--- config.mk ---
export PLATFORM = sky130hd
export DESIGN_NAME = io_wait_gen
export DESIGN_NICKNAME = d
export VERILOG_FILES = /design/src/rtl/io_ws_pkg.sv /design/src/rtl/io_ws_regs.sv /design/src/rtl/io_ws_decode.sv /design/src/rtl/io_ws_seq.sv /design/src/rtl/io_wait_gen.sv
export SDC_FILE = /design/constraint.sdc
export NUM_CORES = 1
export LEC_CHECK = 0
export BUFFER_PORTS_ARGS = -buffer_cell sky130_fd_sc_hd__buf_2
export CORE_MARGIN = 2
export CORE_UTILIZATION = 50
export DETAILED_ROUTE_END_ITERATION = 8
export GPL_ROUTABILITY_DRIVEN = 1
export PLACE_DENSITY_LB_ADDON = 0.1
export REMOVE_ABC_BUFFERS = 1
export SETUP_SLACK_MARGIN = 0.1
export SKIP_CTS_REPAIR_TIMING = 1
export SLEW_MARGIN = 0
export SYNTH_ARGS = -nofsm -noshare
export SYNTH_HDL_FRONTEND = slang
export SYNTH_SLANG_ARGS = --single-unit
export TNS_END_PERCENT = 5
--- constraint.sdc ---
create_clock -name clk -period 1.8 [get_ports clk]
set_clock_uncertainty 0.15 [all_clocks]
set_input_delay 0.09 -clock clk [delete_from_list [all_inputs] [get_ports clk]]
set_output_delay 0.09 -clock clk [all_outputs]
set_load 0.01 [all_outputs]
--- src/rtl/io_ws_pkg.sv ---
package io_ws_pkg;
  // Sequencer state: waiting for a request, or holding the strobe.
  typedef enum logic {SEQ_IDLE = 1'b0, SEQ_HOLD = 1'b1} seq_state_t;
endpackage

--- src/rtl/io_ws_regs.sv ---
module io_ws_regs #(
  parameter int NREG      = 4,
  parameter int WREG_W    = 3,
  parameter int CFG_SEL_W = 3
) (
  input  logic                          clk,
  input  logic                          rst_n,
  input  logic                          we,
  input  logic [CFG_SEL_W-1:0]          sel,
  input  logic [WREG_W-1:0]             data,
  output logic [NREG-1:0][WREG_W-1:0]   wait_regs,
  output logic                          mode
);
  localparam logic [CFG_SEL_W-1:0] MODE_SEL = CFG_SEL_W'(NREG);
  localparam logic [WREG_W-1:0]    WREG_RST = '1;

  // Named write strobes, one per target.
  logic [NREG-1:0] reg_hit;
  logic            mode_hit;

  assign mode_hit = we && (sel == MODE_SEL);

  for (genvar g = 0; g < NREG; g++) begin : g_wreg
    assign reg_hit[g] = we && (sel == CFG_SEL_W'(g));

    always_ff @(posedge clk) begin
      if (!rst_n)          wait_regs[g] <= WREG_RST;
      else if (reg_hit[g]) wait_regs[g] <= data;
    end

    // a setting changes only when its own select code is written
    a_r8_reg_kept: assert property (@(posedge clk) disable iff (!rst_n)
      !(we && sel == CFG_SEL_W'(g)) |=> wait_regs[g] == $past(wait_regs[g]));
  end

  always_ff @(posedge clk) begin
    if (!rst_n)        mode <= 1'b0;
    else if (mode_hit) mode <= data[0];
  end

  // the mode bit changes only through its own select code
  a_r8_mode_kept: assert property (@(posedge clk) disable iff (!rst_n)
    !(we && sel == MODE_SEL) |=> mode == $past(mode));
endmodule

--- src/rtl/io_ws_decode.sv ---
module io_ws_decode #(
  parameter int NREG     = 4,
  parameter int WREG_W   = 3,
  parameter int SPACE_AW = 11,
  parameter int CNT_W    = WREG_W + 1
) (
  input  logic [SPACE_AW-1:0]           addr,
  input  logic [NREG-1:0][WREG_W-1:0]   wait_regs,
  input  logic                          mode,
  output logic [CNT_W-1:0]              wait_n
);
  localparam int REG_SEL_W = $clog2(NREG);

  // Wait count from a setting: the setting itself, or 2*setting+1 in wide mode.
  function automatic logic [CNT_W-1:0] wait_from_setting(
    input logic m, input logic [WREG_W-1:0] w);
    if (m) wait_from_setting = {w, 1'b1};
    else   wait_from_setting = {1'b0, w};
  endfunction

  logic [REG_SEL_W-1:0] region;
  logic [WREG_W-1:0]    setting;

  assign region  = addr[SPACE_AW-1 -: REG_SEL_W];
  assign setting = wait_regs[region];
  assign wait_n  = wait_from_setting(mode, setting);

  // in wide mode the count is always odd
  always_comb begin
    if (mode) a_r3_odd_count: assert (wait_n[0] == 1'b1);
  end
endmodule

--- src/rtl/io_ws_seq.sv ---
module io_ws_seq
  import io_ws_pkg::*;
#(
  parameter int CNT_W = 4
) (
  input  logic             clk,
  input  logic             rst_n,
  input  logic             req,
  input  logic [CNT_W-1:0] wait_n,
  output logic             strobe,
  output logic             done
);
  seq_state_t       state;
  logic [CNT_W-1:0] cnt;
  logic             accept;   // request taken this cycle
  logic             last;     // final strobe cycle

  assign accept = req && (state == SEQ_IDLE);
  assign strobe = (state == SEQ_HOLD);
  assign last   = (cnt == '0);
  assign done   = strobe && last;

  always_ff @(posedge clk) begin
    if (!rst_n) begin
      state <= SEQ_IDLE;
      cnt   <= '0;
    end else begin
      case (state)
        SEQ_IDLE: if (accept) begin
          state <= SEQ_HOLD;
          cnt   <= wait_n;
        end
        SEQ_HOLD: begin
          if (last) state <= SEQ_IDLE;
          else      cnt   <= cnt - 1'b1;
        end
        default: state <= SEQ_IDLE;
      endcase
    end
  end

  // an accepted request raises the strobe with the region's count loaded
  a_r4_load: assert property (@(posedge clk) disable iff (!rst_n)
    accept |=> strobe && cnt == $past(wait_n));
  // while busy the counter only steps down, whatever the request input does
  a_r6_countdown: assert property (@(posedge clk) disable iff (!rst_n)
    (strobe && !done) |=> strobe && cnt == CNT_W'($past(cnt) - 1'b1));
  // done is followed by an idle cycle, so it is a single pulse
  a_r5_done_single: assert property (@(posedge clk) disable iff (!rst_n)
    done |=> !strobe && !done);
  // the strobe never drops without a done in its last cycle
  a_r4_end_needs_done: assert property (@(posedge clk) disable iff (!rst_n)
    $fell(strobe) |-> $past(done));
endmodule

--- src/rtl/io_wait_gen.sv ---
module io_wait_gen #(
  parameter int SPACE_AW  = 11,
  parameter int NREG      = 4,
  parameter int WREG_W    = 3,
  parameter int CFG_SEL_W = $clog2(NREG + 1)
) (
  input  logic                 clk,
  input  logic                 rst_n,
  input  logic                 io_req,
  input  logic [SPACE_AW-1:0]  io_addr,
  output logic                 io_strobe,
  output logic                 io_done,
  input  logic                 cfg_we,
  input  logic [CFG_SEL_W-1:0] cfg_sel,
  input  logic [WREG_W-1:0]    cfg_data
);
  localparam int CNT_W = WREG_W + 1;

  logic [NREG-1:0][WREG_W-1:0] wait_regs;
  logic                        mode;
  logic [CNT_W-1:0]            wait_n;

  io_ws_regs #(.NREG(NREG), .WREG_W(WREG_W), .CFG_SEL_W(CFG_SEL_W)) u_regs (
    .clk(clk), .rst_n(rst_n), .we(cfg_we), .sel(cfg_sel), .data(cfg_data),
    .wait_regs(wait_regs), .mode(mode));

  io_ws_decode #(.NREG(NREG), .WREG_W(WREG_W), .SPACE_AW(SPACE_AW), .CNT_W(CNT_W)) u_dec (
    .addr(io_addr), .wait_regs(wait_regs), .mode(mode), .wait_n(wait_n));

  io_ws_seq #(.CNT_W(CNT_W)) u_seq (
    .clk(clk), .rst_n(rst_n), .req(io_req), .wait_n(wait_n),
    .strobe(io_strobe), .done(io_done));

  // nothing is active in the cycle after reset
  a_r7_quiet_after_reset: assert property (@(posedge clk)
    !rst_n |=> !io_strobe && !io_done);
endmodule

==> flow_summary.toml <==
[cells_and_area]
syn2layout_area_growth_pct = 20.7
final_common_cell = "dfxtp_1"
drive_above_1_share_pct = 23.1
nets = 133
antenna_cells = 0
layout_common_cells = "18 x dfxtp_1, 16 x mux2i_1, 13 x buf_2"

[status]
status = "finished, final reports clean"

[cts]
clk_pin_slew_ns = 0.10
cts_buffers = 3
cts_tree = "yes"
clock_latency_ns = 0.29
cts.sinks = 18
clk_path_buf_depth = 2
root_buffer = "clkbuf_4"
htree_levels = 1

[critical_path]
worstReg2RegStart = "u_seq.cnt[0]"
crit_buf_inv = 2
cp_top_family = "flip-flops"
endpoint_kind = "output pin"
crit_path_cell_trace = "inv_1 -> ha_1 -> and4bb_2 -> buf_2"
critical-path-max-stage-delay_ns = 0.32
worstPathRequired_ns = 1.56
path_class = "reg -> out"
r2r-end = "u_seq.cnt[1]"
startpoint = "u_seq.cnt[0]"
cp_max_fo = 4
cp.arrival_ns = 1.35
start_kind = "register"
crit_cells = 4
r2r_cells = 6
slowest_stage = "dfxtp_1"
reg2reg_slack_ns = 0.24
crit_end = "io_done"

[sta]
period_minus_slack_ns = 1.59
rsz0062_at_grt = "no"
timing.slew.headroom_pct = 75.6
hold_violations = 0
tns_ns = 0
worst_pin_slew_ns = 0.364
setup_viol = 0
drv_slew = 0
period_share_pct = 88.1
fmax_mhz = 630
setup_ws_ns = 0.214

[synthesis]
yosysTopAreaCell = "dfxtp_1"
synthTopCellsByArea = "dfxtp_1 40%, mux2i_1 18%, mux4_2 7.5%, nand2_1 5.0%, and4bb_2 4.1%"
yosysSeqAreaShare_pct = 39.8
synth_top_cell_area_share_pct = 39.8
synth_cell_type_count = 26
synth_area_per_cell_um2 = 10.5
synthCells = 86
netlist_area_um2 = 906
yosysWarnings = 0
synth_seq_cells = 18

[place]
pre_cts_ws_ns = 0.233
hpwl_um = 1340
gp_congestion = 0.715
port_buffers = 13

[global_routing]
grt_pass1_vias = 703
gr-usage-all-layers_pct = 19.4
antenna_found_initial = 0
grt_pass1_wl_um = 2960
grt_max_degree = 17
grt-ovfl-total = 0

[power]
max-vdd-ir-drop_mv = 0.481
power_density_nw_per_um2 = 736
leakage_nw = 0.432

[floorplan]
die_y_um = 46.6
placement_rows = 15
dieArea_um2 = 2170
io_pins = 23
die_x_um = 46.6
start_util_pct = 53.0
core_area_um2 = 1710

[drt]
wl_um = 1770
drt_iter0_markers = 9
ant_nets = 0
drt_pass1_iterations = 4
vias_per_cell = 5.32
drc = 0
num_vias = 708
wl_met3_um = 49
wl_met1_um = 758
highest_layer = "met4"
wl_per_cell_um = 13.3
route.met2.wl_um = 954

[min_path]
holdPathStages = 4
min_path_type = "in -> reg"

[run]
maxCapViolCount = 0
routing by layer:
metal,up-vias,track usage (%)
li1,362,-
met1,332,22.4
met2,12,35.8
met3,2,2.35
met4,0,6.86
met5,-,0
final cells by class:
type,instances,area [µm²]
Inverter,4,15.0
Timing Repair Buffer,21,145
Sequential cell,18,360
Tap cell,25,31.3
Clock buffer,3,22.5
Multi-Input combinational cell,62,519
Fill cell,146,614
report_power, final:
group	leakage, nW	total, mW	switching, mW	internal, mW
Combinational	0.271	0.168	0.0847	0.0831
Clock	0.0138	0.197	0.119	0.0778
Sequential	0.147	0.440	0.0192	0.420
flip-flops by register name, indices dropped and copies added (netlist names):
name and flops:
u_regs.mode 1, u_regs.wait_regs 12, u_seq.cnt 4, u_seq.strobe 1
cell usage after synthesis:
library cell  number
clkbuf_1           1
and4bb_2           3
o2bb2ai_1          1
o21ai_0            1
mux2i_1           16
o22ai_1            2
or3_1              2
nor2b_1            1
mux4_2             3
inv_1              4
nand3_2            1
and4b_1            1
o22a_1             1
nor4b_4            1
dfxtp_1           18
nor3_1             2
a21oi_1            4
nand2_1           12
and2_1             1
buf_4              1
nand2b_1           1
nand3_1            1
nand4b_1           1
a221oi_2           1
ha_1               2
nor2_1             4
tightest hold or removal path: stages:
cell	delay [ns]
buf_2	0.13
nor4b_4	0.07
mux2i_1	0.11
nand2_1	0.06
logic make-up after synthesis:
family          count (synthesis)  synth area share [%]
buf+inv                         6                  2.90
mux                            19                  25.1
flops                          18                  39.8
fa+ha+maj                       2                  2.76
simple gates                   31                  21.7
compound gates                 10                  7.73
how the worst min path moves through the flow:
stage / from / to / slack (ns)
floorplan: rst_n / u_regs.wait_regs[0] / 0.002
global placement: cfg_data[2] / u_regs.wait_regs[2] / 0.20
detailed placement: cfg_data[2] / u_regs.wait_regs[11] / 0.21
CTS: cfg_data[2] / u_regs.wait_regs[11] / -0.09
global route: cfg_sel[1] / u_regs.wait_regs[1] / 0.10
finish: cfg_sel[2] / u_regs.wait_regs[1] / 0.05
stage by stage:
| step | hold WS, ns | total power [mW] | utilization (%) | std cells | area (µm²) |
|---|---|---|---|---|---|
| 2_1_floorplan | 0.00194 | 0.547 | - | 84 | 895 |
| 3_3_place_gp | 0.203 | 0.598 | 58.0 | 122 | 991 |
| 3_5_place_dp | 0.214 | 0.607 | 58.0 | 122 | 991 |
| 4_1_cts | -0.0914 | 0.802 | 59.3 | 125 | 1010 |
| 5_1_grt | 0.101 | 0.850 | 64.0 | 133 | 1090 |
| 6_report | 0.0532 | 0.804 | 64.0 | 133 | 1090 |
No activity file was read; power rests on OpenSTA's default activity.
